[config.mk]
export PLATFORM = sky130hd
export DESIGN_NAME = gpio_edge_bank
export DESIGN_NICKNAME = d
export VERILOG_FILES = /design/src/rtl/gpio_bank_pkg.sv /design/src/rtl/gpio_sync.sv /design/src/rtl/gpio_alias_reg.sv /design/src/rtl/gpio_edge_unit.sv /design/src/rtl/gpio_edge_bank.sv
export SDC_FILE = /design/constraint.sdc
export NUM_CORES = 1
export LEC_CHECK = 0
export BUFFER_PORTS_ARGS = -buffer_cell sky130_fd_sc_hd__buf_2
export CELL_PAD_IN_SITES_DETAIL_PLACEMENT = 0
export CELL_PAD_IN_SITES_GLOBAL_PLACEMENT = 2
export CORE_ASPECT_RATIO = 2
export CORE_UTILIZATION = 35
export DETAILED_ROUTE_END_ITERATION = 8
export GPL_TIMING_DRIVEN = 1
export PLACE_DENSITY_LB_ADDON = 0.1
export SYNTH_ARGS = -nofsm -noshare
export SYNTH_HDL_FRONTEND = slang
export SYNTH_SLANG_ARGS = --single-unit
export TNS_END_PERCENT = 20
[constraint.sdc]
create_clock -name clk_i -period 2.5 [get_ports clk_i]
set_input_delay 0.5 -clock clk_i [delete_from_list [all_inputs] [get_ports clk_i]]
set_output_delay 0.5 -clock clk_i [all_outputs]
set_load 0.02 [all_outputs]
[src/rtl/gpio_bank_pkg.sv]
package gpio_bank_pkg;
  localparam int unsigned BUS_W = 32;

  localparam logic [7:0] OFS_LEVEL    = 8'h00;
  localparam logic [7:0] OFS_DIR      = 8'h0c;
  localparam logic [7:0] OFS_OUT_SET  = 8'h18;
  localparam logic [7:0] OFS_OUT_CLR  = 8'h24;
  localparam logic [7:0] OFS_RISE     = 8'h30;
  localparam logic [7:0] OFS_FALL     = 8'h3c;
  localparam logic [7:0] OFS_STATUS   = 8'h48;
  localparam logic [7:0] OFS_DIR_SET  = 8'h54;
  localparam logic [7:0] OFS_DIR_CLR  = 8'h60;
  localparam logic [7:0] OFS_RISE_SET = 8'h6c;
  localparam logic [7:0] OFS_RISE_CLR = 8'h78;
  localparam logic [7:0] OFS_FALL_SET = 8'h84;
  localparam logic [7:0] OFS_FALL_CLR = 8'h90;
  localparam logic [7:0] OFS_IRQ_EN   = 8'h9c;

  // index of each set/clear-capable control field
  localparam int unsigned CTL_OUT  = 0;
  localparam int unsigned CTL_DIR  = 1;
  localparam int unsigned CTL_RISE = 2;
  localparam int unsigned CTL_FALL = 3;
  localparam int unsigned N_CTL    = 4;
endpackage

[src/rtl/gpio_sync.sv]
module gpio_sync #(
  parameter int unsigned W = 32
) (
  input  logic         clk_i,
  input  logic         rst_ni,
  input  logic [W-1:0] d_i,
  output logic [W-1:0] q_o
);
  logic [W-1:0] meta_q, sync_q;

  always_ff @(posedge clk_i or negedge rst_ni) begin
    if (!rst_ni) begin
      meta_q <= '0;
      sync_q <= '0;
    end else begin
      meta_q <= d_i;
      sync_q <= meta_q;
    end
  end

  assign q_o = sync_q;
endmodule

[src/rtl/gpio_alias_reg.sv]
module gpio_alias_reg #(
  parameter int unsigned W = 32
) (
  input  logic         clk_i,
  input  logic         rst_ni,
  input  logic         wr_i,
  input  logic         set_i,
  input  logic         clr_i,
  input  logic [W-1:0] data_i,
  output logic [W-1:0] q_o
);
  logic [W-1:0] q_q, q_d;

  always_comb begin
    q_d = q_q;
    if (wr_i)       q_d = data_i;
    else if (set_i) q_d = q_q | data_i;
    else if (clr_i) q_d = q_q & ~data_i;
  end

  always_ff @(posedge clk_i or negedge rst_ni) begin
    if (!rst_ni) q_q <= '0;
    else         q_q <= q_d;
  end

  assign q_o = q_q;
endmodule

[src/rtl/gpio_edge_unit.sv]
module gpio_edge_unit #(
  parameter int unsigned W = 32
) (
  input  logic         clk_i,
  input  logic         rst_ni,
  input  logic [W-1:0] level_i,
  input  logic [W-1:0] rise_en_i,
  input  logic [W-1:0] fall_en_i,
  input  logic [W-1:0] clr_i,
  output logic [W-1:0] hit_o,
  output logic [W-1:0] status_o
);
  logic [W-1:0] prev_q, status_q;

  assign hit_o = (level_i & ~prev_q & rise_en_i) | (~level_i & prev_q & fall_en_i);

  always_ff @(posedge clk_i or negedge rst_ni) begin
    if (!rst_ni) begin
      prev_q   <= '0;
      status_q <= '0;
    end else begin
      prev_q   <= level_i;
      // a new edge overrides a clear in the same cycle
      status_q <= (status_q & ~clr_i) | hit_o;
    end
  end

  assign status_o = status_q;
endmodule

[src/rtl/gpio_edge_bank.sv]
module gpio_edge_bank
  import gpio_bank_pkg::*;
#(
  parameter int unsigned N_PINS = 32,
  parameter int unsigned ADDR_W = 8
) (
  input  logic                 clk_i,
  input  logic                 rst_ni,
  input  logic                 bus_en_i,
  input  logic                 bus_we_i,
  input  logic [ADDR_W-1:0]    bus_addr_i,
  input  logic [BUS_W-1:0]     bus_wdata_i,
  output logic [BUS_W-1:0]     bus_rdata_o,
  input  logic [N_PINS-1:0]    pin_i,
  output logic [N_PINS-1:0]    pin_o,
  output logic [N_PINS-1:0]    pin_oe_o,
  output logic                 irq_o
);
  localparam int unsigned PAD_W = BUS_W - N_PINS;

  logic                         wr, rd;
  logic [N_PINS-1:0]            wd;
  logic [N_CTL-1:0]             ctl_wr, ctl_set, ctl_clr;
  logic [N_CTL-1:0][N_PINS-1:0] ctl_q;
  logic [N_PINS-1:0]            level, status_q, edge_hit, st_clr, irq_en_q;
  logic [N_PINS-1:0]            rd_val;

  assign wr = bus_en_i & bus_we_i;
  assign rd = bus_en_i & ~bus_we_i;
  assign wd = bus_wdata_i[N_PINS-1:0];

  function automatic logic at(input logic [ADDR_W-1:0] a, input logic [7:0] ofs);
    return a == ADDR_W'(ofs);
  endfunction

  always_comb begin
    ctl_wr  = '0;
    ctl_set = '0;
    ctl_clr = '0;
    ctl_set[CTL_OUT]  = wr & at(bus_addr_i, OFS_OUT_SET);
    ctl_clr[CTL_OUT]  = wr & at(bus_addr_i, OFS_OUT_CLR);
    ctl_wr[CTL_DIR]   = wr & at(bus_addr_i, OFS_DIR);
    ctl_set[CTL_DIR]  = wr & at(bus_addr_i, OFS_DIR_SET);
    ctl_clr[CTL_DIR]  = wr & at(bus_addr_i, OFS_DIR_CLR);
    ctl_wr[CTL_RISE]  = wr & at(bus_addr_i, OFS_RISE);
    ctl_set[CTL_RISE] = wr & at(bus_addr_i, OFS_RISE_SET);
    ctl_clr[CTL_RISE] = wr & at(bus_addr_i, OFS_RISE_CLR);
    ctl_wr[CTL_FALL]  = wr & at(bus_addr_i, OFS_FALL);
    ctl_set[CTL_FALL] = wr & at(bus_addr_i, OFS_FALL_SET);
    ctl_clr[CTL_FALL] = wr & at(bus_addr_i, OFS_FALL_CLR);
  end

  for (genvar k = 0; k < N_CTL; k++) begin : g_ctl
    gpio_alias_reg #(.W(N_PINS)) u_reg (
      .clk_i  (clk_i),
      .rst_ni (rst_ni),
      .wr_i   (ctl_wr[k]),
      .set_i  (ctl_set[k]),
      .clr_i  (ctl_clr[k]),
      .data_i (wd),
      .q_o    (ctl_q[k])
    );
  end

  always_ff @(posedge clk_i or negedge rst_ni) begin
    if (!rst_ni)                          irq_en_q <= '0;
    else if (wr && at(bus_addr_i, OFS_IRQ_EN)) irq_en_q <= wd;
  end

  gpio_sync #(.W(N_PINS)) u_sync (
    .clk_i  (clk_i),
    .rst_ni (rst_ni),
    .d_i    (pin_i),
    .q_o    (level)
  );

  assign st_clr = (wr && at(bus_addr_i, OFS_STATUS)) ? wd : '0;

  gpio_edge_unit #(.W(N_PINS)) u_edge (
    .clk_i     (clk_i),
    .rst_ni    (rst_ni),
    .level_i   (level),
    .rise_en_i (ctl_q[CTL_RISE]),
    .fall_en_i (ctl_q[CTL_FALL]),
    .clr_i     (st_clr),
    .hit_o     (edge_hit),
    .status_o  (status_q)
  );

  always_comb begin
    rd_val = '0;
    if (rd) begin
      if      (at(bus_addr_i, OFS_LEVEL))  rd_val = level;
      else if (at(bus_addr_i, OFS_DIR))    rd_val = ctl_q[CTL_DIR];
      else if (at(bus_addr_i, OFS_RISE))   rd_val = ctl_q[CTL_RISE];
      else if (at(bus_addr_i, OFS_FALL))   rd_val = ctl_q[CTL_FALL];
      else if (at(bus_addr_i, OFS_STATUS)) rd_val = status_q;
      else if (at(bus_addr_i, OFS_IRQ_EN)) rd_val = irq_en_q;
    end
  end

  if (PAD_W > 0) begin : g_pad
    assign bus_rdata_o = {{PAD_W{1'b0}}, rd_val};
  end else begin : g_nopad
    assign bus_rdata_o = rd_val;
  end

  assign pin_o    = ctl_q[CTL_OUT];
  assign pin_oe_o = ctl_q[CTL_DIR];
  assign irq_o    = |(status_q & irq_en_q);
endmodule

== Word level (Yosys, flattened, before mapping) ==
Index checks and enable logic that the tools add are counted.

* Eq/ne operators: 13
* Muxes and demuxes: 19
* Bitwise logic cells: 34
* Reduce and logical (&&, ||, !) cells: 8

{| class="wikitable"
|+ Operators by type and width
! cell !! count
|-
| 32-bit two-way mux || 19
|-
| 32-bit AND || 10
|-
| 32-bit OR || 6
|-
| 32-bit inverter || 4
|-
| 8-bit by 7-bit equality test with 1-bit output, second input constant || 5
|-
| 32-bit OR reduction || 1
|-
| 8-bit by 6-bit equality test with 1-bit output, second input constant || 3
|-
| 8-bit equality test, second input constant || 3
|-
| 1-bit AND || 13
|-
| 3-bit nonzero test || 3
|-
| 8-bit by 4-bit equality test with 1-bit output, second input constant || 1
|-
| 8-bit by 5-bit equality test with 1-bit output, second input constant || 1
|-
| 8-bit logical NOT || 1
|-
| 1-bit logical AND || 2
|-
| 2-bit nonzero test || 1
|-
| 1-bit inverter || 1
|}

* Bits in registers: 288
* Output and inout bits: 97

== Longest topological paths before layout ==
Gate-level depths: netlist of the first run.

* Word-level depth: 8
* Gate-level depth with buffers: 9
* Depth with buffers taken out: 4

== By module ==
A second synthesis of the first run with hierarchy kept.

* Cell total of the unflattened synthesis: 1141
* Area total of the unflattened synthesis: 13188.9 um^2

{| class="wikitable"
|+ By module, submodules not included
! module !! times used !! cells an instance !! area each (um^2) !! sequential area each (um^2)
|-
| gpio_alias_reg || 4 || 108 || 1326.3 || 800.8
|-
| gpio_edge_bank || 1 || 421 || 3759.9 || 800.8
|-
| gpio_edge_unit || 1 || 224 || 2522.4 || 1601.5
|-
| gpio_sync || 1 || 64 || 1601.5 || 1601.5
|}

== Least setup slack after synthesis of the first run ==
No wires, ideal clock.

* Path type: input to output
* Start: in bus_addr_i[4]
* End: out bus_rdata_o[10]
* Arrival time: 2.182 ns
* Setup slack: -0.182 ns
* Cell stages on the path: 6
* Buffers on the path: 2
* Path through: buf_4 or4b_1 nor2_1 clkbuf_1 a221oi_1 o2bb2ai_1

* Longest elaborated chain between the ends: 8
* Elaborated cells between the ends (all ways): 13
* Those cells by class: eq/ne (5); mux (7); reduce/logical (1)

{| class="wikitable"
|+ RTL lines
! what !! line !! source
|-
| from (decl) || gpio_edge_bank.sv:11 || <nowiki>input logic [ADDR_W-1:0] bus_addr_i,</nowiki>
|-
| 8-bit equality test || gpio_edge_bank.sv:33 || <nowiki>return a == ADDR_W'(ofs);</nowiki>
|-
| 32-bit two-way mux || gpio_edge_bank.sv:98 || <nowiki>else if (at(bus_addr_i, OFS_IRQ_EN)) rd_val = irq_en_q;</nowiki>
|-
| 32-bit two-way mux || gpio_edge_bank.sv:97 || <nowiki>else if (at(bus_addr_i, OFS_STATUS)) rd_val = status_q;</nowiki>
|-
| 32-bit two-way mux || gpio_edge_bank.sv:96 || <nowiki>else if (at(bus_addr_i, OFS_FALL)) rd_val = ctl_q[CTL_FALL];</nowiki>
|-
| 32-bit two-way mux || gpio_edge_bank.sv:95 || <nowiki>else if (at(bus_addr_i, OFS_RISE)) rd_val = ctl_q[CTL_RISE];</nowiki>
|-
| 32-bit two-way mux || gpio_edge_bank.sv:94 || <nowiki>else if (at(bus_addr_i, OFS_DIR)) rd_val = ctl_q[CTL_DIR];</nowiki>
|-
| 32-bit two-way mux * || gpio_edge_bank.sv:93 || <nowiki>if (at(bus_addr_i, OFS_LEVEL)) rd_val = level;</nowiki>
|-
| 32-bit two-way mux * || gpio_edge_bank.sv:92 || <nowiki>if (rd) begin</nowiki>
|-
| to (decl) || gpio_edge_bank.sv:13 || <nowiki>output logic [BUS_W-1:0] bus_rdata_o,</nowiki>
|}

Mark *: on every way between the ends. The rest lies on a longest branch, timed or not.

== Worst setup path after layout of the first run ==
* Start: reg u_edge.status_q[18], in the netlist u_edge.status_o[18]
* End: out irq_o

* Longest elaborated chain between the ends: 2

{| class="wikitable"
|+ RTL lines
! what !! line !! source
|-
| from (decl) || gpio_edge_unit.sv:13 || <nowiki>logic [W-1:0] prev_q, status_q;</nowiki>
|-
| from (signal assigned) || gpio_edge_unit.sv:24 || <nowiki>status_q <= (status_q & ~clr_i) | hit_o;</nowiki>
|-
| 32-bit AND || gpio_edge_bank.sv:110 || <nowiki>assign irq_o = |(status_q & irq_en_q);</nowiki>
|-
| 32-bit OR reduction || gpio_edge_bank.sv:110 ||
|-
| to (decl) || gpio_edge_bank.sv:17 || <nowiki>output logic irq_o</nowiki>
|}

Every way passes these cells.

==> metrics.txt, run 1 <==
# TYPE chip_impl_metric gauge
chip_impl_metric{name="drt-wirelength-per-cell",unit="um"} 26.8
chip_impl_metric{name="synth.top_cell.area_share",unit=""} 0.514
chip_impl_metric{name="dr_iter_0_viols",unit=""} 760
chip_impl_metric{name="muxShareOfSynthArea",unit=""} 0.0257
chip_impl_metric{name="die_h",unit="um"} 285
chip_impl_info{name="worst_setup_path_category",value="flop to primary output"} 1
chip_impl_metric{name="cts_buffers",unit=""} 29
chip_impl_metric{name="synth-seq-area-share",unit=""} 0.514
chip_impl_metric{name="first_pass_iters",unit=""} 5
chip_impl_metric{name="least_margin_pin_slew",unit="ps"} 431
chip_impl_metric{name="maxClockFrequency",unit="MHz"} 365
chip_impl_metric{name="ctsLongestPathBuffers",unit=""} 3
chip_impl_metric{name="initial_utilization",unit=""} 0.356
chip_impl_metric{name="placement_rows",unit=""} 103
chip_impl_metric{name="ant_nets",unit=""} 0
chip_impl_info{name="outcome",value="complete, but fails checks"} 1
chip_impl_metric{name="finalClockSkew",unit="ps"} 10.7
chip_impl_metric{name="numPortBuffers",unit=""} 172
chip_impl_metric{name="initial_antenna_violation_count",unit=""} 1
chip_impl_metric{name="synthAdderAreaFrac",unit=""} 0
chip_impl_metric{name="ys.warnings.count",unit=""} 0
chip_impl_info{name="min-delay-path-class",value="input pin to flop"} 1
chip_impl_metric{name="clk_latency",unit="ps"} 590
chip_impl_metric{name="layout-drive-gt1-share",unit=""} 0.308
chip_impl_metric{name="grt_max_degree",unit=""} 74
chip_impl_info{name="min_to",value="u_sync.meta_q[1]"} 1
chip_impl_metric{name="ctsHtreeMaxLevel",unit=""} 1
chip_impl_metric{name="synth-simple-area-share",unit=""} 0.154
chip_impl_metric{name="worst-endpoint-required",unit="ps"} 2000
chip_impl_metric{name="die-area",unit="sq um"} 40900
chip_impl_info{name="worst_setup_path_end_kind",value="primary output"} 1
chip_impl_metric{name="wl",unit="um"} 54100
chip_impl_metric{name="drc",unit=""} 0
chip_impl_metric{name="met2_usage",unit=""} 0.491
chip_impl_info{name="violated_checks",value="setup timing"} 1
chip_impl_metric{name="power_density",unit="nW/um^2"} 573
chip_impl_metric{name="finalHoldViolations",unit=""} 0
chip_impl_info{name="post_synth_main_area_contributors",value="sky130_fd_sc_hd__dfrtp_1, sky130_fd_sc_hd__a221o_1, sky130_fd_sc_hd__a22o_1"} 1
chip_impl_metric{name="ys_async_sr_fraction",unit=""} 1.00
chip_impl_metric{name="post-place-cells",unit=""} 1914
chip_impl_metric{name="post_synth_instance_area",unit="sq um"} 14000
chip_impl_metric{name="clkTransAtPathRegs",unit="ps"} 60
chip_impl_metric{name="design_area",unit="sq um"} 18300
chip_impl_metric{name="synth_seq_cells",unit=""} 288
chip_impl_metric{name="num-nets-final",unit=""} 1548
chip_impl_info{name="worstSetupStartpointType",value="flop"} 1
chip_impl_metric{name="detail_route.vias_per_cell",unit=""} 5.73
chip_impl_info{name="synth_largest_area_cell",value="sky130_fd_sc_hd__dfrtp_1"} 1
chip_impl_info{name="clk_root_buffer_cell",value="sky130_fd_sc_hd__clkbuf_16"} 1
chip_impl_metric{name="insertedDiodeCount",unit=""} 0
chip_impl_metric{name="cp_max_fo",unit=""} 3
chip_impl_metric{name="min_period_over_period",unit=""} 1.10
chip_impl_metric{name="cts.sink_count",unit=""} 288
chip_impl_metric{name="ios",unit=""} 173
chip_impl_metric{name="hold_path_depth",unit=""} 1
chip_impl_metric{name="total_power",unit="mW"} 10.5
chip_impl_metric{name="via_count",unit=""} 11574
chip_impl_metric{name="placed_cell_area",unit="sq um"} 16000
chip_impl_metric{name="global_placement_routability_congestion",unit=""} 0.862
chip_impl_metric{name="synth_fp_nets",unit=""} 1364
chip_impl_info{name="crit_path_top_delay_cell",value="sky130_fd_sc_hd__or4_4"} 1
chip_impl_metric{name="layout-area-overhead-vs-synth",unit="%"} 30.5
chip_impl_metric{name="relSlewSlack",unit=""} 0.712
chip_impl_metric{name="first_global_vias",unit=""} 11895
chip_impl_metric{name="synthesis.area_per_instance",unit="sq um"} 10.9
chip_impl_info{name="synth_top_flop_cell",value="sky130_fd_sc_hd__dfrtp_1"} 1
chip_impl_metric{name="stdcell_count",unit=""} 2020
chip_impl_metric{name="min_cycle_time_layout",unit="ps"} 2740
chip_impl_metric{name="hold-worst-slack",unit="ps"} 22.1
chip_impl_metric{name="dp.final_hpwl",unit="um"} 36200
chip_impl_metric{name="synth_compound_area_frac",unit=""} 0.229
chip_impl_metric{name="synth.lib_cells_used.distinct",unit=""} 44
chip_impl_metric{name="overflow",unit=""} 0
chip_impl_metric{name="max_stage_delay",unit="ps"} 550
chip_impl_metric{name="netlist_instances",unit=""} 1288
chip_impl_metric{name="total_leakage_power",unit="nW"} 7.18
chip_impl_metric{name="core_area",unit="sq um"} 39400
chip_impl_metric{name="synth_xor_area_frac",unit=""} 0
chip_impl_metric{name="fillerInstances",unit=""} 3697
chip_impl_metric{name="track_usage",unit=""} 0.266
chip_impl_info{name="hold_path.startpoint",value="pin_i[1]"} 1
chip_impl_metric{name="synth_edf_count",unit=""} 0
chip_impl_metric{name="dieWidth",unit="um"} 144
chip_impl_info{name="rsz0062_at_grt",value="true"} 1
chip_impl_metric{name="grt.met1_usage",unit=""} 0.307
chip_impl_metric{name="setup_viol",unit=""} 33
chip_impl_metric{name="vdd_drop_max",unit="V"} 0.000609
chip_impl_metric{name="layout_setup_ws",unit="ps"} -238
chip_impl_info{name="crit_path_cell_trace",value="a22oi_1 -> nand4_1 -> or4_4 -> buf_6"} 1
chip_impl_metric{name="r2r.worst_path.cells",unit=""} 2
chip_impl_metric{name="worst_ep_arrival_time",unit="ps"} 2240
chip_impl_info{name="tritoncts",value="built"} 1
chip_impl_metric{name="fin_util",unit=""} 0.464
chip_impl_metric{name="max_cap_viols",unit=""} 0
chip_impl_metric{name="grt_pass1_wl",unit="um"} 78900
chip_impl_info{name="main_combinational_cell_family_by_area_after_synthesis",value="compound AO/OA/AOI/OAI gates"} 1
chip_impl_metric{name="reg2reg_setup_slack",unit="ps"} 1470
chip_impl_metric{name="global_route.usage.met3",unit=""} 0.0255
chip_impl_info{name="grt_most_used_layer",value="met2"} 1
chip_impl_metric{name="finalMaxSlewViolations",unit=""} 0
## cell usage in the layout (no fill, tap or decap), types with 4 or more instances in the layout
master,count
sky130_fd_sc_hd__nand3_1,67
sky130_fd_sc_hd__o2bb2ai_1,13
sky130_fd_sc_hd__clkbuf_8,11
sky130_fd_sc_hd__mux2_1,32
sky130_fd_sc_hd__clkbuf_16,33
sky130_fd_sc_hd__nand3b_1,61
sky130_fd_sc_hd__nor3_4,5
sky130_fd_sc_hd__a22o_1,57
sky130_fd_sc_hd__nand4_1,5
sky130_fd_sc_hd__nor3b_1,64
sky130_fd_sc_hd__a221oi_2,18
sky130_fd_sc_hd__clkinv_2,5
sky130_fd_sc_hd__a21o_1,29
sky130_fd_sc_hd__o21ai_0,29
sky130_fd_sc_hd__dfrtp_1,288
sky130_fd_sc_hd__buf_12,37
sky130_fd_sc_hd__a221o_1,67
sky130_fd_sc_hd__dlygate4sd3_1,25
sky130_fd_sc_hd__nand2_1,103
sky130_fd_sc_hd__o211ai_1,57
sky130_fd_sc_hd__nor2_1,26
sky130_fd_sc_hd__a21oi_1,32
sky130_fd_sc_hd__buf_6,41
sky130_fd_sc_hd__o22ai_1,7
sky130_fd_sc_hd__a221oi_4,5
sky130_fd_sc_hd__buf_4,101
sky130_fd_sc_hd__a22oi_2,4
sky130_fd_sc_hd__o31a_1,25
sky130_fd_sc_hd__o2bb2ai_2,21
sky130_fd_sc_hd__o2bb2ai_4,6
sky130_fd_sc_hd__clkbuf_1,4
sky130_fd_sc_hd__a22oi_1,19
sky130_fd_sc_hd__buf_2,136
sky130_fd_sc_hd__a32o_2,7
## cell type report
| cell class | instances | area [sq um] | share of cell area |
|---|---|---|---|
| sequential | 288 | 7210 | 0.394 |
| clock inverter | 10 | 121 | 0.00663 |
| tap | 525 | 657 | 0.0359 |
| timing repair buffer | 348 | 3070 | 0.168 |
| multi-input combinational | 805 | 6360 | 0.347 |
| clock buffer | 44 | 892 | 0.0487 |
## cells in the mapped netlist, drive strengths merged (5+ instances only)
cell     number
nor2         30
o21ai        29
nor3          8
nand4         5
o211ai       57
o22ai         7
a221oi       25
nor3b        64
buf         105
mux2         32
a221o        67
nand3b       61
a22o         57
a21o         29
o31a         25
a32o          7
nand3        67
dfrtp       288
nand2       104
a21oi        32
a22oi        23
clkbuf       90
o2bb2ai      40
## report_power, final
| part | internal, mW | leakage (nW) | switching [mW] |
|---|---|---|---|
| clock | 2.68 | 0.503 | 2.02 |
| sequential | 4.77 | 3.13 | 0.0833 |
| combinational | 0.379 | 3.55 | 0.546 |
## metrics by stage
step           setup slack (ps)  TNS, ps
3_5_place_dp               -358   -17710
2_1_floorplan             -84.3     -396
3_3_place_gp               -351   -16960
4_1_cts                    -267    -6680
6_report                   -238    -5070
5_1_grt                    -341    -6280
## cells by family after synthesis
| logic type | count (synthesis) |
|---|---|
| flops | 288 |
| compound gates | 399 |
| mux | 32 |
| buf+inv | 195 |
| simple gates | 374 |
## metal layers
metal	vias up	share of wire	wire (um)
met3	101	0.036	1930
met5	-	0.00015	8
met1	5933	0.38	20600
li1	5203	-	-
met4	2	0.039	2120
met2	335	0.54	29400
## timing repair
action | in CTS | in global routing
resized for setup | 103 | 43
cloned | 2 | 3
buffers inserted | 8 | 16
hold buffers | 25 | 0
pin swaps | 28 | 29
setup endpoints to repair | 33 | 33
endpoints found under the hold margin | 57 | 0
## critical path, delay by kind of cell, from the launching register on
| family | cells | cell delay [ps] |
|---|---|---|
| compound gates | 1 | 330 |
| flops | 1 | 430 |
| buf+inv | 1 | 160 |
| simple gates | 2 | 720 |
## worst max-delay path by stage
stage | start | endpoint | slack [ps] | depth (start not counted)
final | u_edge.status_o[18] | irq_o | -240 | 4
after CTS | u_edge.status_o[24] | irq_o | -270 | 5
after global routing | u_edge.status_o[18] | irq_o | -340 | 4
after detailed placement | bus_addr_i[6] | bus_rdata_o[25] | -360 | 7
after floorplan | bus_addr_i[4] | bus_rdata_o[1] | -80 | 6
after global placement | bus_addr_i[6] | bus_rdata_o[18] | -350 | 7
Power figures use the tool's default switching activity.
==> run 2, diff against run 1 <==
--- a/config.mk
+++ b/config.mk
@@ -5,12 +5,12 @@
 export SDC_FILE = /design/constraint.sdc
 export NUM_CORES = 1
 export LEC_CHECK = 0
-export BUFFER_PORTS_ARGS = -buffer_cell sky130_fd_sc_hd__buf_2
 export CELL_PAD_IN_SITES_DETAIL_PLACEMENT = 0
 export CELL_PAD_IN_SITES_GLOBAL_PLACEMENT = 2
 export CORE_ASPECT_RATIO = 2
-export CORE_UTILIZATION = 35
+export CORE_UTILIZATION = 38
 export DETAILED_ROUTE_END_ITERATION = 8
+export DONT_BUFFER_PORTS = 1
 export GPL_TIMING_DRIVEN = 1
 export PLACE_DENSITY_LB_ADDON = 0.1
 export SYNTH_ARGS = -nofsm -noshare
==> constraint.sdc (replaced) <==
create_clock -name clk_i -period 2.5 [get_ports clk_i]
set_input_delay 0.625 -clock clk_i [delete_from_list [all_inputs] [get_ports clk_i]]
set_output_delay 0.625 -clock clk_i [all_outputs]
set_load 0.02 [all_outputs]
==> metrics.txt, run 2 (synthesis gave the netlist of run 1 again) <==
# TYPE chip_impl_metric gauge
chip_impl_metric{name="first_pass_iters",unit=""} 5
chip_impl_metric{name="cp_max_fo",unit=""} 18
chip_impl_metric{name="num-nets-final",unit=""} 1338
chip_impl_metric{name="worst_ep_arrival_time",unit="ps"} 2160
chip_impl_metric{name="comb_power_share",unit=""} 0.051
chip_impl_metric{name="setup_viol",unit=""} 33
chip_impl_metric{name="first_global_vias",unit=""} 10851
chip_impl_info{name="outcome",value="complete, but fails checks"} 1
chip_impl_metric{name="hold-worst-slack",unit="ps"} -251
chip_impl_metric{name="initial_antenna_violation_count",unit=""} 0
chip_impl_metric{name="insertedDiodeCount",unit=""} 0
chip_impl_info{name="rsz0062_at_grt",value="true"} 1
chip_impl_metric{name="placed_cell_area",unit="sq um"} 15100
chip_impl_metric{name="worst_setup_slack_after_placement",unit="ps"} -399
chip_impl_info{name="worst_setup_path_end_kind",value="primary output"} 1
chip_impl_metric{name="least_margin_pin_slew",unit="ps"} 934
chip_impl_metric{name="relSlewSlack",unit=""} 0.378
chip_impl_metric{name="die-area",unit="sq um"} 37700
chip_impl_info{name="violated_checks",value="hold timing, setup timing"} 1
chip_impl_metric{name="worst-endpoint-required",unit="ps"} 1880
chip_impl_metric{name="ant_nets",unit=""} 0
chip_impl_metric{name="final-seq-area",unit="sq um"} 7210
chip_impl_metric{name="numPortBuffers",unit=""} 0
chip_impl_info{name="min-delay-path-class",value="input pin to async pin"} 1
chip_impl_metric{name="area_of_the_multi_input_gates",unit="sq um"} 6050
chip_impl_metric{name="cts_buffers",unit=""} 30
chip_impl_metric{name="maxClockFrequency",unit="MHz"} 359
chip_impl_info{name="clk_root_buffer_cell",value="sky130_fd_sc_hd__clkbuf_16"} 1
chip_impl_metric{name="layout-area-overhead-vs-synth",unit="%"} 16.1
chip_impl_metric{name="fin_setup_tns",unit="ps"} -7300
chip_impl_info{name="layout_commonest_cell",value="sky130_fd_sc_hd__dfrtp_1"} 1
chip_impl_metric{name="overflow",unit=""} 0
chip_impl_metric{name="net_switching_power",unit="mW"} 2.40
chip_impl_metric{name="min_period_over_period",unit=""} 1.12
chip_impl_metric{name="finalMaxSlewViolations",unit=""} 0
chip_impl_metric{name="cts.sink_count",unit=""} 288
chip_impl_metric{name="finalClockSkew",unit="ps"} 9.25
chip_impl_metric{name="detail_route.vias_per_cell",unit=""} 6.20
chip_impl_metric{name="via_count",unit=""} 10791
chip_impl_metric{name="min_cycle_time_layout",unit="ps"} 2790
chip_impl_metric{name="layout_setup_ws",unit="ps"} -289
chip_impl_metric{name="drc",unit=""} 0
chip_impl_metric{name="seq_power_share",unit=""} 0.486
chip_impl_metric{name="dp.final_hpwl",unit="um"} 34400
chip_impl_metric{name="clkTransAtPathRegs",unit="ps"} 70
chip_impl_metric{name="r2r.worst_path.cells",unit=""} 2
chip_impl_metric{name="fillerInstances",unit=""} 3436
chip_impl_metric{name="wl",unit="um"} 50300
chip_impl_metric{name="ctsLongestPathBuffers",unit=""} 3
chip_impl_metric{name="ctsHtreeMaxLevel",unit=""} 1
chip_impl_metric{name="global_placement_routability_congestion",unit=""} 0.863
chip_impl_metric{name="grt_pass1_wl",unit="um"} 73500
chip_impl_metric{name="ios",unit=""} 173
chip_impl_metric{name="core_area",unit="sq um"} 36400
chip_impl_info{name="final_cell_mix",value="sky130_fd_sc_hd__dfrtp_1, sky130_fd_sc_hd__nand2_1, sky130_fd_sc_hd__buf_4"} 1
chip_impl_metric{name="finalHoldViolations",unit=""} 288
chip_impl_metric{name="dieWidth",unit="um"} 138
chip_impl_metric{name="p_int",unit="mW"} 7.65
chip_impl_metric{name="clk_latency",unit="ps"} 570
chip_impl_metric{name="track_usage",unit=""} 0.270
chip_impl_metric{name="initial_utilization",unit=""} 0.385
chip_impl_metric{name="grt_max_degree",unit=""} 289
chip_impl_info{name="worstSetupStartpointType",value="input pin"} 1
chip_impl_metric{name="drt-wirelength-per-cell",unit="um"} 28.9
chip_impl_metric{name="power_density",unit="nW/um^2"} 617
chip_impl_metric{name="reg2reg_setup_slack",unit="ps"} 1360
chip_impl_metric{name="layout-drive-gt1-share",unit=""} 0.192
chip_impl_info{name="tritoncts",value="built"} 1
chip_impl_metric{name="power.clock.fraction",unit=""} 0.463
chip_impl_metric{name="sw_frac_of_total",unit=""} 0.239
chip_impl_metric{name="dr_iter_0_viols",unit=""} 823
chip_impl_metric{name="total_leakage_power",unit="nW"} 6.14
chip_impl_metric{name="max_cap_viols",unit=""} 0
chip_impl_metric{name="vdd_drop_max",unit="V"} 0.000614
chip_impl_info{name="worst_setup_path_category",value="input pin to primary output"} 1
chip_impl_metric{name="design_area",unit="sq um"} 16300
chip_impl_metric{name="die_h",unit="um"} 274
chip_impl_metric{name="placement_rows",unit=""} 99
## run 2: changes by cell type in the layout (fill, tap and decap cells not counted), sizes merged
cell	previous run	this run
bufbuf	1	0
dlygate4sd3	25	0
clkinv	5	8
buf	318	136
clkinvlp	1	2
clkbuf	48	43
## run 2: layer usage
metal | vias up | wire length (um) | global-route usage
met2 | 387 | 27400 | 0.491
met4 | 0 | 2070 | 0.115
met3 | 103 | 2090 | 0.0291
met1 | 5525 | 18800 | 0.313
li1 | 4776 | - | -
met5 | - | 0 | 0
## run 2: power groups by stage
stage	sequential, mW	clock (mW)	combinational, mW
finish	4.88	4.65	0.508
global route	4.89	4.93	0.548
CTS	4.88	4.78	0.507
detailed placement	4.97	0	0.497
global placement	4.96	0	0.491
floorplan	4.91	0	0.434
## run 2: worst max path at each step
stage / startpoint / end / cells after the start
after floorplan: bus_addr_i[4] / bus_rdata_o[12] / 7
after global placement: bus_addr_i[3] / bus_rdata_o[9] / 7
after detailed placement: bus_addr_i[3] / bus_rdata_o[9] / 7
after CTS: bus_addr_i[2] / bus_rdata_o[9] / 6
after global routing: bus_addr_i[3] / bus_rdata_o[9] / 6
final: bus_addr_i[3] / bus_rdata_o[9] / 6
## run 2: cell type report
cell class,instances,share of cell area
clock inverter,14,0.00830
sequential,288,0.443
clock buffer,42,0.0532
tap,454,0.0349
timing repair buffer,137,0.0894
multi-input combinational,805,0.371
## run 2: critical path: stages
cell,delay [ps]
sky130_fd_sc_hd__or4_4,610
sky130_fd_sc_hd__buf_12,200
sky130_fd_sc_hd__o31a_1,320
sky130_fd_sc_hd__o211ai_1,120
sky130_fd_sc_hd__o2bb2ai_2,100
sky130_fd_sc_hd__buf_6,150
## run 2: through the flow
step | utilization | std cells | total power, mW | hold slack, ps
after global placement | 0.415 | 1682 | 5.46 | 331
after CTS | 0.445 | 1738 | 10.2 | -285
after detailed placement | 0.415 | 1682 | 5.46 | 335
final | 0.447 | 1740 | 10.0 | -251
after floorplan | - | 1288 | 5.34 | 329
after global routing | 0.447 | 1740 | 10.4 | -279
## run 2: what timing repair did
| action | 4_1_cts | 5_1_grt |
|---|---|---|
| pin swaps | 32 | 6 |
| endpoints found under the hold margin | 288 | 288 |
| gates cloned | 0 | 1 |
| setup buffers | 0 | 2 |
| setup endpoints to repair | 33 | 33 |
| gates resized for setup | 20 | 13 |
